**config.mk**
```make
export PLATFORM = sky130hd
export DESIGN_NAME = envcfg_csr_gate
export DESIGN_NICKNAME = d
export VERILOG_FILES = /design/src/rtl/envcfg_pkg.sv /design/src/rtl/envcfg_warl.sv /design/src/rtl/envcfg_store.sv /design/src/rtl/envcfg_gate.sv /design/src/rtl/envcfg_csr_gate.sv
export SDC_FILE = /design/constraint.sdc
export NUM_CORES = 1
export LEC_CHECK = 0
export BUFFER_PORTS_ARGS = -buffer_cell sky130_fd_sc_hd__clkbuf_2
export CORE_AREA = 5 5 82 84
export CTS_BUF_LIST = sky130_fd_sc_hd__clkbuf_8
export DETAILED_ROUTE_END_ITERATION = 8
export DIE_AREA = 0 0 87 89
export PLACE_DENSITY_LB_ADDON = 0.08
export SLEW_MARGIN = 20
export SYNTH_ARGS = -nofsm -noshare
export SYNTH_HDL_FRONTEND = slang
export SYNTH_HIERARCHICAL = 1
export SYNTH_SLANG_ARGS = --single-unit
export TNS_END_PERCENT = 10
```
**constraint.sdc**
```tcl
create_clock -name clk -period 2 [get_ports clk]
set_clock_uncertainty 0.2 [all_clocks]
set_input_delay 0.4 -clock clk [delete_from_list [all_inputs] [get_ports clk]]
set_output_delay 0.4 -clock clk [all_outputs]
set_load 0.01 [all_outputs]
```
**src/rtl/envcfg_pkg.sv**
```systemverilog
package envcfg_pkg;

  localparam int XLEN = 64;
  localparam logic [11:0] ENVCFG_ADDR = 12'h30A;

  typedef enum logic [1:0] {
    PRIV_U   = 2'b00,
    PRIV_S   = 2'b01,
    PRIV_RSV = 2'b10,
    PRIV_M   = 2'b11
  } priv_e;

  // single-bit flags, index order 0..7
  localparam int NFLAG = 8;
  localparam int FLAG_POS [NFLAG] = '{0, 6, 7, 44, 60, 61, 62, 63};
  localparam int F_FENCEIO = 0;
  localparam int F_CBOMGMT = 1;
  localparam int F_CBOZERO = 2;
  localparam int F_DBLTRAP = 3;
  localparam int F_CTRDLG  = 4;
  localparam int F_HWAD    = 5;
  localparam int F_PGATTR  = 6;
  localparam int F_TMCMP   = 7;

  localparam int INV_LO = 4;
  localparam int PMM_LO = 33;

  localparam logic [1:0] INV_OFF   = 2'b00;
  localparam logic [1:0] INV_FLUSH = 2'b01;
  localparam logic [1:0] INV_RSV   = 2'b10;
  localparam logic [1:0] INV_FULL  = 2'b11;
  localparam logic [1:0] PMM_RSV   = 2'b01;

  function automatic logic [XLEN-1:0] flag_mask(logic [NFLAG-1:0] impl);
    logic [XLEN-1:0] m;
    m = '0;
    for (int i = 0; i < NFLAG; i++) m[FLAG_POS[i]] = impl[i];
    return m;
  endfunction

endpackage

```
**src/rtl/envcfg_warl.sv**
```systemverilog
module envcfg_warl #(
  parameter int W = 2,
  parameter logic [W-1:0] RSV = '0
) (
  input  logic [W-1:0] old_val,
  input  logic [W-1:0] wr_val,
  output logic [W-1:0] nxt_val
);
  // a reserved encoding never lands; the stored value stays
  always_comb nxt_val = (wr_val == RSV) ? old_val : wr_val;
endmodule

```
**src/rtl/envcfg_store.sv**
```systemverilog
module envcfg_store
  import envcfg_pkg::*;
#(
  parameter logic [XLEN-1:0] FLAG_MASK = '0,
  parameter bit HAS_INV = 1'b1,
  parameter bit HAS_PMM = 1'b1
) (
  input  logic            clk,
  input  logic            rst_n,
  input  logic            we,
  input  logic [XLEN-1:0] wdata,
  output logic [XLEN-1:0] word
);
  logic [XLEN-1:0] word_q, word_d;
  logic [1:0] inv_nxt, pmm_nxt;

  if (HAS_INV) begin : g_inv
    envcfg_warl #(.W(2), .RSV(INV_RSV)) u_inv (
      .old_val(word_q[INV_LO+:2]),
      .wr_val (wdata[INV_LO+:2]),
      .nxt_val(inv_nxt)
    );
  end else begin : g_no_inv
    assign inv_nxt = 2'b00;
  end

  if (HAS_PMM) begin : g_pmm
    envcfg_warl #(.W(2), .RSV(PMM_RSV)) u_pmm (
      .old_val(word_q[PMM_LO+:2]),
      .wr_val (wdata[PMM_LO+:2]),
      .nxt_val(pmm_nxt)
    );
  end else begin : g_no_pmm
    assign pmm_nxt = 2'b00;
  end

  always_comb begin
    word_d = wdata & FLAG_MASK;
    word_d[INV_LO+:2] = inv_nxt;
    word_d[PMM_LO+:2] = pmm_nxt;
  end

  always_ff @(posedge clk or negedge rst_n) begin
    if (!rst_n)  word_q <= '0;
    else if (we) word_q <= word_d;
  end

  assign word = word_q;

  a_r4_hold_idle: assert property (@(posedge clk) disable iff (!rst_n)
    !we |=> $stable(word_q));
  a_r5_inv_never_rsv: assert property (@(posedge clk) disable iff (!rst_n)
    word_q[INV_LO+:2] != INV_RSV);
  a_r6_pmm_never_rsv: assert property (@(posedge clk) disable iff (!rst_n)
    word_q[PMM_LO+:2] != PMM_RSV);
endmodule

```
**src/rtl/envcfg_gate.sv**
```systemverilog
module envcfg_gate
  import envcfg_pkg::*;
(
  input  logic       clk,
  input  logic       rst_n,
  input  priv_e      priv,
  input  logic       en_tmcmp,
  input  logic       en_cbo_zero,
  input  logic       en_cbo_mgmt,
  input  logic [1:0] inv_mode,
  input  logic       req_tmcmp,
  input  logic       req_cbo_zero,
  input  logic       req_cbo_clean,
  input  logic       req_cbo_flush,
  input  logic       req_cbo_inval,
  output logic       trap_illegal,
  output logic       inval_as_flush
);
  logic lower, deny_tm, deny_zero, deny_mgmt, deny_inv;

  always_comb begin
    lower     = (priv != PRIV_M);
    deny_tm   = req_tmcmp && ((priv == PRIV_U) || (lower && !en_tmcmp));
    deny_zero = req_cbo_zero && lower && !en_cbo_zero;
    deny_mgmt = (req_cbo_clean || req_cbo_flush) && lower && !en_cbo_mgmt;
    deny_inv  = req_cbo_inval && lower && (inv_mode == INV_OFF);
    trap_illegal   = deny_tm | deny_zero | deny_mgmt | deny_inv;
    inval_as_flush = req_cbo_inval && lower && (inv_mode == INV_FLUSH);
  end

  a_r10_machine_free: assert property (@(posedge clk) disable iff (!rst_n)
    (priv == PRIV_M) |-> (!trap_illegal && !inval_as_flush));
  a_r7_user_no_tmcmp: assert property (@(posedge clk) disable iff (!rst_n)
    (priv == PRIV_U && req_tmcmp) |-> trap_illegal);
  a_r9_flush_needs_mode: assert property (@(posedge clk) disable iff (!rst_n)
    inval_as_flush |-> (req_cbo_inval && inv_mode == INV_FLUSH));
endmodule

```
**src/rtl/envcfg_csr_gate.sv**
```systemverilog
module envcfg_csr_gate
  import envcfg_pkg::*;
#(
  parameter bit HAS_UMODE    = 1'b1,
  parameter bit HAS_TMCMP    = 1'b1,
  parameter bit HAS_PGATTR   = 1'b1,
  parameter bit HAS_HWAD     = 1'b1,
  parameter bit HAS_CTRDLG   = 1'b1,
  parameter bit HAS_DBLTRAP  = 1'b1,
  parameter bit HAS_PTRMASK  = 1'b1,
  parameter bit HAS_CBO_ZERO = 1'b1,
  parameter bit HAS_CBO_MGMT = 1'b1
) (
  input  logic        clk,
  input  logic        rst_n,
  input  logic [11:0] csr_addr,
  input  logic        csr_we,
  input  logic [63:0] csr_wdata,
  output logic        csr_hit,
  output logic [63:0] csr_rdata,
  input  logic [1:0]  priv,
  input  logic        req_tmcmp,
  input  logic        req_cbo_zero,
  input  logic        req_cbo_clean,
  input  logic        req_cbo_flush,
  input  logic        req_cbo_inval,
  output logic        trap_illegal,
  output logic        inval_as_flush,
  output logic        en_tmcmp,
  output logic        en_pgattr,
  output logic        en_hwad,
  output logic        en_ctrdlg,
  output logic        en_dbltrap,
  output logic [1:0]  ptr_mask_mode,
  output logic        en_cbo_zero,
  output logic        en_cbo_mgmt,
  output logic [1:0]  cbo_inval_mode,
  output logic        en_fence_io
);
  localparam logic [NFLAG-1:0] IMPL = {HAS_TMCMP, HAS_PGATTR, HAS_HWAD, HAS_CTRDLG,
                                       HAS_DBLTRAP, HAS_CBO_ZERO, HAS_CBO_MGMT, 1'b1}
                                      & {NFLAG{HAS_UMODE}};
  localparam logic [XLEN-1:0] FMASK = flag_mask(IMPL);

  logic [XLEN-1:0] word;

  assign csr_hit = HAS_UMODE && (csr_addr == ENVCFG_ADDR);

  envcfg_store #(
    .FLAG_MASK(FMASK),
    .HAS_INV  (HAS_UMODE && HAS_CBO_MGMT),
    .HAS_PMM  (HAS_UMODE && HAS_PTRMASK)
  ) u_store (
    .clk  (clk),
    .rst_n(rst_n),
    .we   (csr_we && csr_hit),
    .wdata(csr_wdata),
    .word (word)
  );

  assign csr_rdata      = csr_hit ? word : '0;
  assign en_tmcmp       = word[FLAG_POS[F_TMCMP]];
  assign en_pgattr      = word[FLAG_POS[F_PGATTR]];
  assign en_hwad        = word[FLAG_POS[F_HWAD]];
  assign en_ctrdlg      = word[FLAG_POS[F_CTRDLG]];
  assign en_dbltrap     = word[FLAG_POS[F_DBLTRAP]];
  assign en_cbo_zero    = word[FLAG_POS[F_CBOZERO]];
  assign en_cbo_mgmt    = word[FLAG_POS[F_CBOMGMT]];
  assign en_fence_io    = word[FLAG_POS[F_FENCEIO]];
  assign ptr_mask_mode  = word[PMM_LO+:2];
  assign cbo_inval_mode = word[INV_LO+:2];

  envcfg_gate u_gate (
    .clk           (clk),
    .rst_n         (rst_n),
    .priv          (priv_e'(priv)),
    .en_tmcmp      (en_tmcmp),
    .en_cbo_zero   (en_cbo_zero),
    .en_cbo_mgmt   (en_cbo_mgmt),
    .inv_mode      (cbo_inval_mode),
    .req_tmcmp     (req_tmcmp),
    .req_cbo_zero  (req_cbo_zero),
    .req_cbo_clean (req_cbo_clean),
    .req_cbo_flush (req_cbo_flush),
    .req_cbo_inval (req_cbo_inval),
    .trap_illegal  (trap_illegal),
    .inval_as_flush(inval_as_flush)
  );

  a_r2_miss_keeps: assert property (@(posedge clk) disable iff (!rst_n)
    !csr_hit |=> $stable(word));
endmodule

```
* Word-level counts from Yosys, hierarchy flattened
Cells that the tools add are included.
Word-level totals: register bits 12, word-level logic and storage cells 33, output and inout port bits 79
Cells by class: reduce and logical (&&, ||, !) cells 19, mux-type cells 1, equal/unequal tests 5, bitwise operators 5
Operators with widths (count):
- $mux 64 | 1
- $eq 12x10->1 const B | 1
- $logic_and 1x1->1 | 10
- $eq 2x1->1 const B | 2
- $logic_not 2->1 | 2
- $reduce_and 2->1 | 2
- $logic_not 1->1 | 3
- $or 1x1->1 | 3
- $eq 2x2->1 const B | 1
- $logic_or 1x1->1 | 2
- $ne 2x2->1 const B | 1
- $not 1->1 | 2

* Logic depth before layout (Yosys ltp)
Gate-level depths: netlist (run 1).
depth after elaboration 7, gate-level depth with buffers 5, depth with buffers taken out 3

* Hierarchy
Netlist (run 1), hierarchy kept.
Modules (own cells, without submodules):
- envcfg_csr_gate | area an instance 1546.5 µm², cells each 177, times used 1
- envcfg_store | area an instance 878.3 µm², cells each 78, times used 1
- envcfg_gate | area an instance 73.8 µm², cells each 10, times used 1
- envcfg_warl | area an instance 15.0 µm², cells each 2, times used 2

* Worst setup path after synthesis (run 1)
Ideal clock, no wire load.
kind input port to flip-flop, from input port csr_addr[0], to register u_store.word_q[0], in the netlist u_store/word[0], required time 1675 ps, setup time 125 ps, buffers on the path 2, arrival time 2139 ps, cell stages on the path 5, slack -464 ps, cells stage by stage clkbuf_2 or4b_2 nor4_1 buf_6 mux2_4
On the way: word-level cells in the longest chain between the ends 2
RTL lines:
- start, declared | line envcfg_csr_gate.sv:16 | input logic [11:0] csr_addr,
- $eq 12x10->1 | line envcfg_csr_gate.sv:47 | assign csr_hit = HAS_UMODE && (csr_addr == ENVCFG_ADDR);
- $logic_and 1x1->1 | line envcfg_csr_gate.sv:56 | .we (csr_we && csr_hit),
- end signal, assigned | line envcfg_store.sv:45 | else if (we) word_q <= word_d;
- end, declared | line envcfg_store.sv:14 | logic [XLEN-1:0] word_q, word_d;
Every way passes these cells. A chain may end at the register's enable or synchronous reset.

* Worst setup path in the final report (run 1)
from input port csr_addr[11], to output port csr_rdata[63]
On the way: word-level cells in the longest chain between the ends 2
RTL lines:
- $eq 12x10->1 | line envcfg_csr_gate.sv:47
- $mux 64 | line envcfg_csr_gate.sv:61 | assign csr_rdata = csr_hit ? word : '0;
- end, declared | line envcfg_csr_gate.sv:20 | output logic [63:0] csr_rdata,
Every way passes these cells.

==> results of run 1 <==
metrics by stage:
stage	total power, W	setup TNS (ns)	setup slack [ns]	utilization [%]
global placement	0.000489	-8.02	-0.386	48.9
detailed placement	0.000491	-8.01	-0.401	48.9
finish	0.000797	-2.52	-0.237	53.3
CTS	0.000802	-2.77	-0.262	53.2
global route	0.000848	-3.28	-0.272	53.3
floorplan	0.000480	-3.25	-0.161	-
cells by family after synthesis:
group                  after synthesis  share of synthesized area, %
AO/OA/AOI/OAI                        7                          2.18
flip-flops                          12                          11.9
other                                1                         0.148
buffers and inverters               96                          24.0
multiplexers                        12                          6.83
AND/OR/NAND/NOR                    141                          55.0
layer usage:
layer	up-vias	GRT usage (%)	wire length (µm)
met5	-	0	0
met4	0	3.97	63
met3	6	3.04	399
met2	62	31.3	3560
met1	1018	22.8	2890
li1	1091	-	-
critical path: stages:
cell and delay (ns):
sky130_fd_sc_hd__clkbuf_2 0.10, sky130_fd_sc_hd__or4b_4 0.65, sky130_fd_sc_hd__nor4_2 0.29, sky130_fd_sc_hd__clkbuf_2 0.18
final cells by class:
cell class              instances  area, µm²  area share (%)
clock buffers                   4       55.1            1.77
inverters                       1       3.75           0.120
multi-input cells             213       1940            62.2
flip-flops and latches         12        300            9.63
well taps                      75       93.8            3.01
repair buffers                 99        727            23.3
what timing repair did:
action | CTS | global route
hold buffers | 1 | 0
pin swaps | 4 | 2
endpoints found under the setup margin | 26 | 15
setup buffers | 7 | 0
endpoints found under the hold margin | 12 | 0
cloned | 2 | 0
resized for setup | 23 | 8
worst max-delay path by stage:
| stage | from | endpoint | cells after the start |
|---|---|---|---|
| after floorplan | csr_addr[0] | u_store/word[0] | 5 |
| after global placement | csr_addr[0] | csr_rdata[63] | 4 |
| after CTS | csr_addr[5] | csr_rdata[44] | 5 |
| final | csr_addr[11] | csr_rdata[63] | 4 |
| after global routing | csr_addr[11] | csr_rdata[44] | 4 |
| after detailed placement | csr_addr[0] | csr_rdata[63] | 4 |
where the power goes:
part / internal, W / switching (W)
combinational: 0.000126 / 0.000157
sequential: 0.000244 / 0.000000740
clock: 0.000174 / 0.0000956
placed cells by master (no fill, tap or decap), drive strengths merged:
| master | n |
|---|---|
| dfrtp | 12 |
| a21o | 2 |
| nor2b | 1 |
| o21a | 2 |
| and4b | 1 |
| nor4 | 67 |
| o21ba | 1 |
| a211oi | 1 |
| mux2 | 12 |
| nand2 | 2 |
| nor3b | 1 |
| nand4bb | 1 |
| buf | 43 |
| inv | 1 |
| or4b | 68 |
| conb | 52 |
| nor3 | 1 |
| a21boi | 1 |
| dlygate4sd3 | 1 |
| clkbuf | 59 |
==> summary by stage, run 1 <==
STA
The setup slack after layout is -0.237 ns. The worst slew margin relative to its limit is 55.4%. The final critical delay including setup and external delays is 2.24 ns.

For the pin with the worst max-slew slack, the measured transition is 0.663 ns. Setup violations remaining at the end of the flow were counted as 14. The number of slew-limit violations in the final report is 0. The final-layout worst hold slack is 0.181 ns. Setup repair after global routing could not meet its margin everywhere. Derived from the worst setup path, the maximum achievable clock frequency is 447 MHz.

The number of hold-slack violations in the final timing report is 0. The final critical path takes up 112% of the cycle.

Synthesis
The post-synthesis instance area is 2530 µm². The commonest cells after synthesis are sky130_fd_sc_hd__buf_4, sky130_fd_sc_hd__or4b_1, sky130_fd_sc_hd__nor4_2. In this run, synthesis inferred 0 flip-flops with an integrated enable.

The average instance in the mapped netlist occupies 9.40 µm². The register area share after synthesis is 11.9%. Summed over all instances, the cell type with the most area after synthesis is sky130_fd_sc_hd__nor4_2. Yosys instantiated no cell more often than sky130_fd_sc_hd__buf_4.

The synthesis-stage register bit count is 12. Sorting the synthesized cells by area gives the leading types as sky130_fd_sc_hd__nor4_2, sky130_fd_sc_hd__or4b_1, sky130_fd_sc_hd__buf_4. The number of distinct library cells after synthesis is 27. For this run, the leading register cell type out of synthesis is sky130_fd_sc_hd__dfrtp_1.

The fraction of registers with async set/reset is 100%. Counting every instance in the synthesized netlist gives 269. During synthesis, Yosys emitted a total of 6 warnings.

The area share of the largest cell type after synthesis is 19.3%.

Finish
The post-route standard cell area excluding fillers is 3120 µm². Relative to the synthesized area, the layout overhead comes to 23.3%. After the last flow step, the layout net total stands at 416.

The antenna diode count is 0. The number of fill cells in the layout is 555. The finished layout holds 404 standard cells, fillers aside.

The ratio of cells with drive above 1 in the final layout is 60.5%. The flip-flop count of the largest register, all copies and words added is 12.

Run status
The run finished, with violations left. The final reports fail on setup timing.

Clock network
The cell sitting at the root of the clock tree is a sky130_fd_sc_hd__clkbuf_8. The number of clock sinks is 12. After clock tree synthesis, the clock-pin slew on the worst setup and hold paths is 0.06 ns. The clock network latency to the later pin of the worst-skew pair is 0.24 ns. CTS built an H-tree with a depth of 1. Clock tree synthesis inserted a total of 3 buffers. The worst-case clock buffer depth is 2. The CTS tree is built.

Detailed routing
The final antenna-violating net count is 0. The number of DRC markers after the initial detailed-route iteration is 84. Using the TritonRoute via totals, the vias-per-cell ratio works out to 5.39. The first-pass iteration count of the detailed router is 4.

Wires add up to 6910 µm. In the routed design, unresolved DRC markers number 0. The detailed router placed 2177 vias in this run. In the final routed layout, each cell accounts on average for 17.1 µm.

Power
Across the VDD grid, the largest voltage drop is 0.000319 V. Power spread over the standard cell area amounts to 256 nW/µm². The analysis attributes to cell leakage a power of 1.15 nW.

Floorplanning
The die footprint is 7740 µm². The count of standard-cell rows is 28. Once the floorplan was initialized, standard cells occupied 43.2% of the core. 165 I/O pins were placed. The die extent in y is 89 µm. The total core area is 5850 µm².

The floorplan step set the die width to 87 µm.

Job
The tool flagged a number of max-cap violations equal to 0.

Worst hold path
In this run the most critical hold path is launched from csr_wdata[6]. The worst hold path passes through 2 cells. The worst hold path endpoint is u_store/word[6]. The type of the most critical hold path is input pin to flip-flop.

Worst setup path
The kind of end point of the critical path is an output pin. The peak fanout along the critical path is 9. The register-to-register setup slack is 0.72 ns. For the worst flop-to-flop path, the logic depth is 3.

The required time of the critical path is 1.40 ns. In this run the critical register-to-register path is captured at u_store/word[4]. The kind of launch point of the worst setup path is an input pin.

Data arrives at the worst endpoint at 1.64 ns. The critical path is of the input pin to output pin type. The startpoint identified for the worst register-to-register timing path is u_store/word[4].

Global route
The via count of the first global-routing pass is 2154. The number of antenna violations at the first check in global routing is 0. The maximum number of pins on one net before global-route repair is 32. The remaining global-route overflow is 0.

The total track usage is 17.8%. The first global-routing pass estimated 11200 µm of wire.

Placed design
The instance count after placement with tap cells included is 390. After legalization and detailed placement, the total HPWL measured 4860 µm. At the end of routability-driven placement, the weighted congestion stood at 0.716. The placed cell area is 2860 µm². The number of buffer cells added on primary ports is 60.
Power figures use the tool's default switching activity.
==> inputs of run 2 (changes only) <==
Settings changed: ABC_AREA set to 1, CORE_AREA 5 5 82 84 to 5 5 76 78, DIE_AREA 0 0 87 89 to 0 0 81 83.
==> run 2 against run 1 <==
The run now ends clean. Final cell count grew 4.2%. Cell area is 31% lower. Synthesized area down 23%. Die area down 13%. Setup slack better by 0.36 ns. Largest power group is now sequential cells.
==> summary by stage, run 2 <==
Floorplanning
Pin placement for this block handled 165 I/O pins. The initial utilization of the core area, before any placement, comes to 38.9%. The count of standard-cell rows is 26.

The total core area is 5010 µm². The die footprint is 6720 µm². The width of the chip is 81 µm. The die is 83 µm tall.

Detailed routing
The number of DRC markers after the initial detailed-route iteration is 17. Summed over all layers, the routed wires come to 3460 µm. Detailed routing placed a total of 1640 µm of wire on met2. The ratio of routed vias to standard cells is 3.31. For this run, design rule violations remaining after detail routing come to 0. The total routed wire length on the met1 layer is 1350 µm. The via total after detailed routing is 1395.

The average routed wire per standard cell is 8.21 µm. The top layer reached by signal wires is met4. The first-pass iteration count of the detailed router is 4. The final antenna-violating net count is 0. The routed design uses 446 µm of met3 wire.

Worst setup path
The kind of end point of the critical path is an output pin. At the worst endpoint, the arrival time is 1.27 ns. The largest individual stage delay along the critical path comes from the cell sky130_fd_sc_hd__buf_4. The setup check on the worst reg-to-reg path leaves a slack of 0.99 ns. The kind of cell adding the most delay to the critical path is buffers and inverters. The buffering stage count on the worst path with inverters included is 4. The critical path class is input pin to output pin. The worst register-to-register path begins at u_store/word[4]. Of all nets on the critical path, the largest fanout is 7.

The signal on the critical path passes through clkbuf_2 -> inv_1 -> nand2_1 -> nor2_1 -> nand3_4 -> buf_4 -> nor2_1 -> clkbuf_2. The longest individual stage delay on the worst path is 0.18 ns. Data on the critical path is required at its endpoint by 1.40 ns.

STA classifies the critical path startpoint as an input pin. The count of cells along the worst register-to-register path is 4. The endpoint identified for the worst register-to-register timing path is u_store/word[4].

Power
The leakage dissipation is 1.06 nW. The net switching power is 0.000156 W. The clock power share is 36.9%.

The worst IR drop on VDD is 0.000144 V. The cell-internal power is 0.000423 W. In this run the power density over the cells is 270 nW/µm². Registers are responsible for 42.4% of the overall power. Net switching is 26.9% of the power.

The completed layout was analyzed and its total power is 0.000579 W. The relative contribution of combinational cells to total power is 20.7%.

Global route
For this run, the total global-route usage over all layers was measured as 10.5%. The maximum number of pins on one net before global-route repair is 31. The remaining global-route overflow is 0. The wire length of the first global-routing pass is 5750 µm. The number of antenna violations at the first check in global routing came to 0. The via count of the first global-routing pass is 1270.

Synthesis
The main combinational cell family by area after synthesis is buffers and inverters. The register area share after synthesis is 15.4%. The most used flip-flop cell after synthesis is sky130_fd_sc_hd__dfrtp_1. Summed over all instances, the cell type with the most area after synthesis is sky130_fd_sc_hd__nor2_4. The synthesized-area fraction occupied by and/or/nand/nor cells is 42.0%. Yosys attributes the largest share of cell area to sky130_fd_sc_hd__nor2_4, sky130_fd_sc_hd__buf_4, sky130_fd_sc_hd__inv_1. The parity-gate share of the synthesized area counting xor and xnor cells is 0%. In the synthesized netlist, the cells that appear most often are sky130_fd_sc_hd__inv_1, sky130_fd_sc_hd__buf_4, sky130_fd_sc_hd__nand2_1. Summing the areas of all fa, ha and maj instances in the mapped netlist gives 0% of the synthesized area.

Counting distinct cell types in the post-synthesis netlist gives 17. The synthesized design devotes to its leading area cell type 22.6% of total area. The number of synthesized flops with an enable pin is 0. In this run the cell area of the synthesized design comes to 1950 µm². Multiplexer cells account for 0% of the synthesized area. Counting every instance in the synthesized netlist gives 291. Summing the areas of all compound-gate instances in the mapped netlist gives 0% of the synthesized area. The mean post-synth cell area is 6.69 µm². The synthesis-stage register bit count is 12. After synthesis, the share of flip-flops with an asynchronous set or reset is 100%. The synthesis warning total is 6. The most common cell in the synthesized netlist is sky130_fd_sc_hd__inv_1.

Clock network
Counting every sink on the clock net gives 12. Clock-pin slew was measured on the worst setup and hold paths at 0.05 ns. The later pin in the worst-skew pair is clocked with a latency of 0.24 ns.

The worst-case clock buffer depth is 2. TritonCTS built the clock tree. CTS built an H-tree with a depth of 1. TritonCTS created 3 clock buffers. The count of buffers added by post-CTS timing repair for setup is 0. The clock root buffer is sky130_fd_sc_hd__clkbuf_8.

Finish
The net total in the final layout is 439. The layout has 582 filler cells. The flip-flop count of the largest register, all copies and words added is 12. In the layout the commonest cells are sky130_fd_sc_hd__inv_1, sky130_fd_sc_hd__clkbuf_2, sky130_fd_sc_hd__conb_1. From synthesis to final layout, the design area changed by 10.2%. With fillers left out, the area of the finished cells amounts to 2140 µm². 0 antenna diodes ended up in the layout. In the final layout, the share of cells above drive strength 1 is 32.8%. The most common cell after layout, fill and taps aside is sky130_fd_sc_hd__inv_1.

Worst hold path
The worst hold path belongs to the class input pin to flip-flop. The startpoint identified for the worst hold timing path is csr_wdata[6]. For hold timing, the worst endpoint is u_store/word[6]. The worst hold path passes through 3 cells.

Run status
The flow ran to the end, and the final reports show no timing, DRC or antenna violations.

Job
The tool flagged a number of max-cap violations equal to 0.

STA
The number of slew-limit violations in the final report was 0. For the pin with the worst max-slew slack, the measured transition is 0.700 ns. Setup total negative slack on the finished layout was measured at 0 ns.

The number of hold-slack violations in the final timing report came to 0. Derived from the worst setup path, the maximum achievable clock frequency is 534 MHz. The worst path needs 1.87 ns of the cycle, external delays included.

The number of failing setup endpoints in the final timing report is 0. The worst slew margin relative to its limit is 53.3%. The final worst-path cycle share is 93.6%. Setup repair after global routing left no endpoint under its margin.

Placed design
Detailed placement finished with a half-perimeter wire length of 3090 µm. The number of buffer cells added on primary ports is 60. Routability-driven placement finished with a final weighted congestion of 0.726. In this run the cell area measured after placement is 2090 µm².
## run 2: changes by cell type after synthesis, moves of 27 or more
cell,delta
sky130_fd_sc_hd__nor2_4,+39
sky130_fd_sc_hd__or4b_1,-40
sky130_fd_sc_hd__inv_1,+83
sky130_fd_sc_hd__nor2_1,+34
sky130_fd_sc_hd__nand2_1,+49
sky130_fd_sc_hd__clkbuf_1,-27
sky130_fd_sc_hd__nor4_1,-28
sky130_fd_sc_hd__nor4_2,-39
## run 2: worst max-delay path by stage
stage / slack (ns) / to / cells past startpoint / startpoint
floorplan: 0.31 / csr_hit / 7 / csr_addr[0]
global placement: 0.11 / csr_rdata[0] / 8 / csr_addr[6]
detailed placement: 0.10 / csr_rdata[0] / 8 / csr_addr[0]
CTS: 0.1 / csr_rdata[0] / 8 / csr_addr[0]
global route: 0.009 / csr_rdata[0] / 8 / csr_addr[6]
finish: 0.13 / csr_rdata[0] / 8 / csr_addr[6]
## run 2: layout make-up
| cell class | instances | area [µm²] | share of cell area, % |
|---|---|---|---|
| flip-flops and latches | 12 | 300 | 14.0 |
| clock buffers | 3 | 41.3 | 1.93 |
| inverters | 85 | 319 | 14.9 |
| well taps | 70 | 87.6 | 4.08 |
| multi-input cells | 184 | 1030 | 48.0 |
| repair buffers | 67 | 368 | 17.2 |
## run 2: what timing repair did
| action | in CTS | in global routing |
|---|---|---|
| gates resized for setup | 0 | 1 |
| setup endpoints to repair | 0 | 5 |
| hold endpoints to repair | 12 | 0 |
| hold buffers | 1 | 0 |
## run 2: cells by family (layout without fill, tap and decap cells)
family,Yosys count,in the layout
buf+inv,146,155
flops,12,12
other cells,1,52
simple gates,132,132
## run 2: metrics by stage
step	setup slack (ns)	instances	utilization [%]	hold slack (ns)
after global placement	0.113	417	41.7	0.107
after CTS	0.0982	421	42.8	0.151
after detailed placement	0.104	417	41.7	0.108
after global routing	0.00892	421	42.8	0.162
final	0.127	421	42.8	0.160
after floorplan	0.310	342	-	-0.0956
## run 2: power groups by stage
stage / Sequential [W] / Clock [W] / Combinational (W)
3_5_place_dp: 0.000249 / 0 / 0.000117
5_1_grt: 0.000245 / 0.000235 / 0.000143
2_1_floorplan: 0.000250 / 0 / 0.000147
3_3_place_gp: 0.000249 / 0 / 0.000117
4_1_cts: 0.000245 / 0.000227 / 0.000119
6_report: 0.000245 / 0.000214 / 0.000120
## run 2: metal layers
layer | global-route usage (%) | up-vias
met2 | 17.3 | 59
met5 | 0 | -
met1 | 12.3 | 530
li1 | - | 802
met4 | 3.23 | 0
met3 | 4.33 | 4
## run 2: worst register-to-register path, delay by kind of cell, from the launching register on
| family | cells | cell delay, ns |
|---|---|---|
| and+or+nand+nor | 4 | 0.27 |
| DFF | 1 | 0.44 |
